$ cat src/rtl/nib_pkg.sv
package nib_pkg;
  localparam int NW  = 4;
  localparam int OPW = 6;
  localparam int RW  = 2;
  localparam int CW  = 4;
  localparam int LW  = 4;
  localparam int IW  = OPW + RW + CW + LW;
  localparam int AW  = RW + CW;

  localparam logic [OPW-1:0] OPC_TST_ONE   = 6'b110101;
  localparam logic [OPW-1:0] OPC_TST_ZERO  = 6'b110111;
  localparam logic [OPW-1:0] OPC_TST_NONE1 = 6'b110100;
  localparam logic [OPW-1:0] OPC_TST_NONE0 = 6'b110110;
  localparam logic [OPW-1:0] OPC_REG_ONE   = 6'b010000;
  localparam logic [OPW-1:0] OPC_REG_ZERO  = 6'b010001;
  localparam logic [OPW-1:0] OPC_MISC      = 6'b111111;

  localparam logic [LW-1:0] SUB_SHR  = 4'b0000;
  localparam logic [LW-1:0] SUB_RRC  = 4'b0001;
  localparam logic [LW-1:0] SUB_CSK  = 4'b0011;
  localparam logic [LW-1:0] SUB_SWAP = 4'b0110;

  typedef enum logic [3:0] {
    K_NONE, K_TST_ONE, K_TST_ZERO, K_TST_NONE1, K_TST_NONE0,
    K_REG_ONE, K_REG_ZERO, K_SHR, K_RRC, K_SWAP, K_SKIP_C, K_SKIP_NC
  } kind_e;
endpackage

$ cat src/rtl/nib_decode.sv
module nib_decode
  import nib_pkg::*;
(
  input  logic [IW-1:0] instr,
  output kind_e         kind,
  output logic [AW-1:0] addr,
  output logic [LW-1:0] low
);
  logic [OPW-1:0] opc;
  logic [RW-1:0]  row;

  assign opc  = instr[IW-1 -: OPW];
  assign row  = instr[LW+CW +: RW];
  assign low  = instr[LW-1:0];
  assign addr = instr[LW +: AW];

  always_comb begin
    kind = K_NONE;
    unique case (opc)
      OPC_TST_ONE:   kind = K_TST_ONE;
      OPC_TST_ZERO:  kind = K_TST_ZERO;
      OPC_TST_NONE1: kind = K_TST_NONE1;
      OPC_TST_NONE0: kind = K_TST_NONE0;
      OPC_REG_ONE:   kind = K_REG_ONE;
      OPC_REG_ZERO:  kind = K_REG_ZERO;
      OPC_MISC: begin
        unique case (low)
          SUB_SHR:  kind = K_SHR;
          SUB_RRC:  kind = K_RRC;
          SUB_SWAP: kind = K_SWAP;
          SUB_CSK: begin
            if (row == 2'b00)      kind = K_SKIP_C;
            else if (row == 2'b01) kind = K_SKIP_NC;
            else                   kind = K_NONE;
          end
          default:  kind = K_NONE;
        endcase
      end
      default: kind = K_NONE;
    endcase
  end
endmodule

$ cat src/rtl/nib_skip.sv
module nib_skip
  import nib_pkg::*;
(
  input  kind_e         kind,
  input  logic [NW-1:0] imm_mask,
  input  logic [NW-1:0] mem,
  input  logic [NW-1:0] regv,
  input  logic          carry,
  output logic          skip
);
  logic [NW-1:0] tdata;
  logic [NW-1:0] tmask;
  logic          ones_ok;
  logic          zeros_ok;

  always_comb begin
    if (kind == K_REG_ONE || kind == K_REG_ZERO) begin
      tdata = regv;
      tmask = mem;
    end else begin
      tdata = mem;
      tmask = imm_mask;
    end
    ones_ok  = ((~tdata) & tmask) == '0;
    zeros_ok = (tdata & tmask) == '0;
  end

  always_comb begin
    unique case (kind)
      K_TST_ONE, K_REG_ONE:   skip = ones_ok;
      K_TST_ZERO, K_REG_ZERO: skip = zeros_ok;
      K_TST_NONE1:            skip = !ones_ok;
      K_TST_NONE0:            skip = !zeros_ok;
      K_SKIP_C:               skip = carry;
      K_SKIP_NC:              skip = !carry;
      default:                skip = 1'b0;
    endcase
  end
endmodule

$ cat src/rtl/nib_shift.sv
module nib_shift
  import nib_pkg::*;
(
  input  kind_e         kind,
  input  logic [NW-1:0] din,
  input  logic          cin,
  output logic [NW-1:0] dout,
  output logic          cout,
  output logic          wen,
  output logic          cen
);
  logic [NW-1:0] rev;

  for (genvar g = 0; g < NW; g++) begin : g_rev
    assign rev[g] = din[NW-1-g];
  end

  always_comb begin
    dout = din;
    cout = cin;
    wen  = 1'b0;
    cen  = 1'b0;
    unique case (kind)
      K_SHR: begin
        dout = {1'b0, din[NW-1:1]};
        cout = din[0];
        wen  = 1'b1;
        cen  = 1'b1;
      end
      K_RRC: begin
        dout = {cin, din[NW-1:1]};
        cout = din[0];
        wen  = 1'b1;
        cen  = 1'b1;
      end
      K_SWAP: begin
        dout = rev;
        wen  = 1'b1;
      end
      default: ;
    endcase
  end
endmodule

$ cat src/rtl/nib_bit_unit.sv
module nib_bit_unit
  import nib_pkg::*;
(
  input  logic          clk,
  input  logic          rst_n,
  input  logic          instr_valid,
  input  logic [15:0]   instr,
  output logic [5:0]    mem_addr,
  input  logic [3:0]    mem_rdata,
  output logic [3:0]    reg_sel,
  input  logic [3:0]    reg_rdata,
  output logic          skip_o,
  output logic          wb_en_o,
  output logic [5:0]    wb_addr_o,
  output logic [3:0]    wb_data_o,
  output logic          carry_o
);
  logic          rs_meta, rs_n;
  kind_e         kind;
  logic [LW-1:0] low;
  logic          skip_c, wen_c, cen_c, cout_c;
  logic [NW-1:0] res_c;

  logic          skip_q, skip_d, wen_q, wen_d, carry_q, carry_d;
  logic [AW-1:0] waddr_q, waddr_d;
  logic [NW-1:0] wdata_q, wdata_d;

  always_ff @(posedge clk or negedge rst_n) begin
    if (!rst_n) begin
      rs_meta <= 1'b0;
      rs_n    <= 1'b0;
    end else begin
      rs_meta <= 1'b1;
      rs_n    <= rs_meta;
    end
  end

  nib_decode u_dec (
    .instr (instr),
    .kind  (kind),
    .addr  (mem_addr),
    .low   (low)
  );

  assign reg_sel = low;

  nib_skip u_skip (
    .kind     (kind),
    .imm_mask (low),
    .mem      (mem_rdata),
    .regv     (reg_rdata),
    .carry    (carry_q),
    .skip     (skip_c)
  );

  nib_shift u_shift (
    .kind (kind),
    .din  (mem_rdata),
    .cin  (carry_q),
    .dout (res_c),
    .cout (cout_c),
    .wen  (wen_c),
    .cen  (cen_c)
  );

  always_comb begin
    skip_d  = instr_valid & skip_c;
    wen_d   = instr_valid & wen_c;
    waddr_d = waddr_q;
    wdata_d = wdata_q;
    carry_d = carry_q;
    if (instr_valid) begin
      waddr_d = mem_addr;
      wdata_d = res_c;
      if (cen_c) carry_d = cout_c;
    end
  end

  always_ff @(posedge clk or negedge rs_n) begin
    if (!rs_n) begin
      skip_q  <= 1'b0;
      wen_q   <= 1'b0;
      waddr_q <= '0;
      wdata_q <= '0;
      carry_q <= 1'b0;
    end else begin
      skip_q  <= skip_d;
      wen_q   <= wen_d;
      waddr_q <= waddr_d;
      wdata_q <= wdata_d;
      carry_q <= carry_d;
    end
  end

  assign skip_o    = skip_q;
  assign wb_en_o   = wen_q;
  assign wb_addr_o = waddr_q;
  assign wb_data_o = wdata_q;
  assign carry_o   = carry_q;

  // pulses stay low and carry holds when no strobe was given
  a_r10_idle_quiet: assert property (@(posedge clk) disable iff (!rs_n)
    !instr_valid |=> (!skip_o && !wb_en_o && $stable(carry_o)));

  // shift fills bit 3 with zero and moves bit 0 to carry
  a_r5_shift_fill: assert property (@(posedge clk) disable iff (!rs_n)
    (instr_valid && instr == {OPC_MISC, 2'b00, 4'h0, SUB_SHR}) |=>
      (wb_en_o && !wb_data_o[NW-1] && carry_o == $past(mem_rdata[0])));

  // rotate brings the previous carry into bit 3
  a_r6_rotate_in: assert property (@(posedge clk) disable iff (!rs_n)
    (instr_valid && instr[IW-1 -: OPW] == OPC_MISC && instr[LW-1:0] == SUB_RRC) |=>
      (wb_data_o[NW-1] == $past(carry_o) && carry_o == $past(mem_rdata[0])));

  // exchange keeps the carry
  a_r7_swap_carry: assert property (@(posedge clk) disable iff (!rs_n)
    (instr_valid && instr[IW-1 -: OPW] == OPC_MISC && instr[LW-1:0] == SUB_SWAP) |=>
      (wb_en_o && $stable(carry_o)));

  // test opcodes never write memory
  a_r9_test_no_write: assert property (@(posedge clk) disable iff (!rs_n)
    (instr_valid && instr[IW-1 -: OPW] != OPC_MISC) |=> (!wb_en_o && $stable(carry_o)));
endmodule

$ cat config.mk
export PLATFORM = sky130hd
export DESIGN_NAME = nib_bit_unit
export DESIGN_NICKNAME = d
export VERILOG_FILES = /design/src/rtl/nib_pkg.sv /design/src/rtl/nib_decode.sv /design/src/rtl/nib_skip.sv /design/src/rtl/nib_shift.sv /design/src/rtl/nib_bit_unit.sv
export SDC_FILE = /design/constraint.sdc
export NUM_CORES = 1
export LEC_CHECK = 0
export ABC_AREA = 1
export BUFFER_PORTS_ARGS = -buffer_cell sky130_fd_sc_hd__buf_4
export CELL_PAD_IN_SITES_DETAIL_PLACEMENT = 0
export CELL_PAD_IN_SITES_GLOBAL_PLACEMENT = 2
export CORE_MARGIN = 2
export CORE_UTILIZATION = 25
export CTS_BUF_LIST = sky130_fd_sc_hd__clkbuf_4 sky130_fd_sc_hd__clkbuf_8
export DETAILED_ROUTE_END_ITERATION = 10
export PLACE_DENSITY_LB_ADDON = 0.1
export SLEW_MARGIN = 0
export SYNTH_ARGS = -nofsm -noshare
export SYNTH_HDL_FRONTEND = slang
export SYNTH_SLANG_ARGS = --single-unit
$ cat constraint.sdc
create_clock -name clk -period 0.8 [get_ports clk]
set_input_delay 0.16 -clock clk [delete_from_list [all_inputs] [get_ports clk]]
set_output_delay 0.16 -clock clk [all_outputs]
set_load 0.005 [all_outputs]
Yosys cells after proc, flatten, opt, wreduce, memory -nomap -nowiden. Cells that the tools add are included.

Memories kept: 0. ROM bits: 0. Bits in registers: 15. RAM bits: 0. Bits in latches: 0. Bits of input ports: 27. Word-level logic and storage cells: 57. Output and inout port bits: 23.

Reductions and logical operators: 13. Divide/modulo/power cells: 0. $lt $le $gt $ge: 0. Multiplexer cells: 10. Shift-type cells: 0. Eq/ne operators: 22. Bitwise logic cells: 5. Add/sub/neg operators: 0. $mul: 0.

Operator list (number): 6-bit == test (second input constant) (5); 4-bit case mux with 7 select lines (1); 4-bit by 3-bit == test with 1-bit output (second input constant) (5); 4-bit == test (second input constant) (4); 4-bit 2-to-1 mux (4); 4-bit case mux with 4 select lines (1); 4-bit by 2-bit == test with 1-bit output (second input constant) (3); 6-bit by 5-bit == test with 1-bit output (second input constant) (2); 4-bit logical NOT (3); 4-bit case mux with 3 select lines (1); 4-bit bitwise AND (2); 4-bit by 1-bit == test with 1-bit output (second input constant) (2); 1-bit case mux with 6 select lines (1); 2-bit OR reduction (3); 4-bit NOT (1); 1-bit logical NOT (3); 3-bit AND reduction (1); 3-bit OR reduction (1); 1-bit bitwise AND (2); 2-bit by 1-bit == test with 1-bit output (second input constant) (1); 2-bit logical NOT (1); 1-bit 2-to-1 mux (2); 1-bit logical OR (1).

Longest topological paths before layout.
Depth after elaboration: 14. Gate-level depth with buffers: 14. Gate-level depth less buffers: 13.

Cells and area by module. A second synthesis with hierarchy kept.

Cells, all modules: 229. Area total of the unflattened synthesis: 1430.1 sq um.

By module, submodules not included: nib_bit_unit (instances 1, cells each 56, seq. area each 375.4 sq um, area an instance 563.0 sq um); nib_skip (instances 1, cells each 83, seq. area each 0.0 sq um, area an instance 394.1 sq um); nib_decode (instances 1, cells each 59, seq. area each 0.0 sq um, area an instance 296.5 sq um); nib_shift (instances 1, cells each 31, seq. area each 0.0 sq um, area an instance 176.4 sq um).

Worst setup path after synthesis. OpenSTA, ideal clock, no wires.

Path kind: input to register. From: in instr[14]. To: reg skip_q, in the netlist skip_o. Buffers on the path: 1. Setup time: 0.131 ns. Arrival time: 1.182 ns. Setup slack: -0.514 ns. Required time: 0.669 ns. Stages: 12. Path through: inv_1 nor2_2 nand3_2 buf_6 nand3_1 nand2_1 nand2_1 nand2_1 o21ai_0 nand3_1 nor2_1 nor2_1.

Longest elaborated chain between the ends: 11. Elaborated cells between the ends (all ways): 30. Those cells by class: 15 x eq/ne; 4 x mux; 4 x bitwise; 7 x reduce/logical.

RTL lines: from (decl) (line nib_bit_unit.sv:7) `input logic [15:0] instr,`; 6-bit == test or 6-bit by 5-bit == test with 1-bit output (tied branches) (line nib_decode.sv:19) `unique case (opc)`; 4-bit case mux with 7 select lines (*) (line nib_decode.sv:19); 4-bit by 3-bit == test with 1-bit output (line nib_skip.sv:17, nib_skip.sv:29); 1-bit logical OR (line nib_skip.sv:17) `if (kind == K_REG_ONE || kind == K_REG_ZERO) begin`; 4-bit 2-to-1 mux (line nib_skip.sv:17); 4-bit NOT (line nib_skip.sv:24) `ones_ok = ((~tdata) & tmask) == '0;`; 4-bit bitwise AND (line nib_skip.sv:24); 4-bit logical NOT (line nib_skip.sv:24); 1-bit logical NOT (line nib_skip.sv:32) `K_TST_NONE1: skip = !ones_ok;`; 1-bit case mux with 6 select lines (*) (line nib_skip.sv:29) `unique case (kind)`; 1-bit bitwise AND (*) (line nib_bit_unit.sv:67) `skip_d = instr_valid & skip_c;`; named net skip_d (line nib_bit_unit.sv:24) `logic skip_q, skip_d, wen_q, wen_d, carry_q, carry_d;`; to (signal assigned) (line nib_bit_unit.sv:87) `skip_q <= skip_d;`; to (decl) (line nib_bit_unit.sv:24).

The timed path passes the listed nets; every way through them passes the cells marked *. A chain may end at the register's enable or synchronous reset.

Final worst setup path.
From: in instr[12]. To: reg skip_q, in the netlist skip_o.

The elaborated chain is that of the path after synthesis.

==> reports/results.txt <==
outcome = complete, but fails checks
violated checks = setup timing
Peak Freq = 808 MHz
Max Cap Viol = 0
Non-Filler Cell Area, Final = 2320 µm²
height of the die = 75.8 µm
cell count after synthesis = 204
data required time of the critical path = 940 ps
combined area of all synthesized cells = 1290 µm²
DR vias = 1487
ports placed on the boundary = 50
post-layout worst setup margin = -438 ps
instance count after placement with tap cells included = 342
antenna violations before repair = 0
power density relative to cell area = 1010 nW/µm²
Final Total Pwr = 2.33 mW
setup repair after global routing missed its margin = yes
first-pass iteration count of the detailed router = 4
total clock buffers created by CTS = 3
Clk pin slew, worst setup/hold paths = 60 ps
first-pass GRT wire length = 6140 µm
commonest non-fill, non-tap cell in the layout = nand2_1
commonest cells after routing, fill and taps aside = nand2_1, buf_4, buf_6, dfrtp_1, inv_1
number of antenna repair diodes = 0
total wire length after detailed routing = 3760 µm
Site Rows = 26
DRC violation total after the first TritonRoute iteration = 75
global routing's busiest layer = met2
total congestion overflow after global routing = 0
category of the worst setup path launch point = input pin
HPWL after detailed placement = 2970 µm
Global Route met1 Usage = 19.2%
maximum level of the CTS H-tree = 1
largest driver fanout on the critical path = 8
largest buffer count on any clock path = 2
path type of the worst min-delay path = in2reg
Clock Latency Late Sink = 240 ps
final routed wire length divided by cell count = 10.7 µm
Area Overhead vs Synth = 79.8%
number of setup violations in the final report = 20
maximum number of pins on one net before global-route repair = 14
Die Area = 5740 µm²
CTS Root Cell = clkbuf_8
post-route fraction of the period consumed by the critical path = 155%
overall routing resource usage = 13.6%
WP data arrival = 1380 ps
global routing met3 resource utilization = 3.57%
die boundary width = 75.8 µm
critical path capture point type = flip-flop
clock net sink count = 15
CP Class = in2reg
Final Non-Filler Cells = 353
mean cell area of the mapped netlist = 6.32 µm²
routability congestion estimate = 0.798
Ys Warns = 0
fraction of final layout cells with drive strength greater than 1 = 49.1%
Final Hold Violating Endpoints = 0
Post-route DRC = 0
final max-slew violation count = 0
global routing usage on met2 = 21.8%
via-per-instance ratio = 4.21
leakage power of the design = 1.19 nW
input/output buffers = 49
time the final worst path needs with I/O delays and setup = 1240 ps
Yosys reg bits = 15
via count of the first global-routing pass = 1412
Placed Instance Area = 1990 µm²
worst voltage drop across the vdd grid = 0.630 mV
Final Core Density = 46.0%
initial standard-cell utilization of the core = 25.6%
number of different library cells in the post-synthesis netlist = 27
worst-case clock skew = 1.64 ps
worst slack on hold paths = 123 ps
antenna viol nets, final = 0
TritonCTS clock tree = yes
Post-Syn Nets = 231
sequential fraction of the synthesis area = 29.1%
standard cell core area = 5040 µm²
total of fill cells in the finished design = 522
final net count = 311
==> sequential cells by signal (all words and copies together) (netlist names) <==
name       flops
rs_meta        1
skip_o         1
wb_addr_o      6
rs_n           1
carry_o        1
wb_data_o      4
wb_en_o        1
==> path summary, 6_finish.rpt <==
| kind | endpoint | slack (ps) | from | cells past startpoint |
|---|---|---|---|---|
| max reg2reg | skip_o$_DFF_PN0_ | -240 | carry_o$_DFFE_PN0P_ | 5 |
| min reg2reg | wb_addr_o[4]$_DFFE_PN0P_ | 190 | rs_n$_DFF_PN0_ | 1 |
| min | wb_addr_o[3]$_DFFE_PN0P_ | 120 | instr[7] | 3 |
| max | skip_o$_DFF_PN0_ | -440 | instr[12] | 12 |
| min in group asynchronous | wb_addr_o[4]$_DFFE_PN0P_ | 190 | rs_n$_DFF_PN0_ | 1 |
| max in group asynchronous | wb_data_o[0]$_DFFE_PN0P_ | 450 | rs_n$_DFF_PN0_ | 1 |
==> per-layer routing <==
metal / part of all wire [%] / up-vias / wire length (µm)
met5: 0 / - / 0
met4: 0 / 0 / 0
met3: 5.3 / 0 / 199
met2: 49 / 29 / 1830
met1: 46 / 663 / 1730
li1: - / 795 / -
==> synthesized netlist by cell type, drive strengths merged <==
library cell | n | area (µm²)
a21oi | 4 | 31.3
nand2 | 84 | 318
o31ai | 1 | 7.51
or2 | 1 | 6.26
nor2 | 19 | 86.3
dfrtp | 15 | 375
o21ai | 8 | 43.8
conb | 1 | 3.75
and2 | 1 | 8.76
nand3 | 26 | 155
buf | 14 | 114
o21a | 1 | 7.51
nand3b | 2 | 15.0
nand4 | 4 | 25.0
a31oi | 1 | 6.26
inv | 20 | 75.1
clkbuf | 1 | 3.75
nor4 | 1 | 6.26
==> timing repair <==
| item | 4_1_cts | 5_1_grt |
|---|---|---|
| hold buffers | 1 | 0 |
| hold endpoints to repair | 2 | 0 |
| pin swaps | 19 | 18 |
| resized for setup | 45 | 10 |
| setup buffers | 2 | 4 |
| setup endpoints to repair | 20 | 20 |
==> area by class of cell <==
cell class,instances,area (µm²),share of cell area (%)
Timing Repair Buffer,90,793,34.2
Clock buffer,4,48.8,2.11
Sequential cell,15,375,16.2
Multi-Input combinational cell,154,912,39.4
Inverter,20,100,4.32
Tap cell,70,87.6,3.78
==> power by group <==
part	internal, mW	switching [mW]
clock network	0.386	0.255
registers	0.815	0.0392
logic	0.466	0.372
total	1.67	0.666
==> stage by stage <==
| step | setup TNS [ps] | setup WS [ps] |
|---|---|---|
| 2_1_floorplan | -2280 | -492 |
| 3_3_place_gp | -4640 | -754 |
| 3_5_place_dp | -4630 | -742 |
| 4_1_cts | -4040 | -417 |
| 5_1_grt | -5100 | -577 |
| 6_report | -3990 | -438 |
==> critical path, cell delays in order <==
cell	delay (ps)
buf_6	100
nor2_4	170
nand3_4	160
buf_6	170
nand3_1	80
nand2_1	50
nand2_1	80
nand2_2	60
o21ai_1	110
nand3_1	80
nor2_1	110
nor2_1	40
==> logic make-up after synthesis <==
kind of cell | count (synthesis) | synth area share [%]
flops | 15 | 29.1
buf+inv | 35 | 15.0
simple gates | 138 | 48.2
compound gates | 15 | 7.48
other cells | 1 | 0.291
No activity file was read; power rests on OpenSTA's default activity.
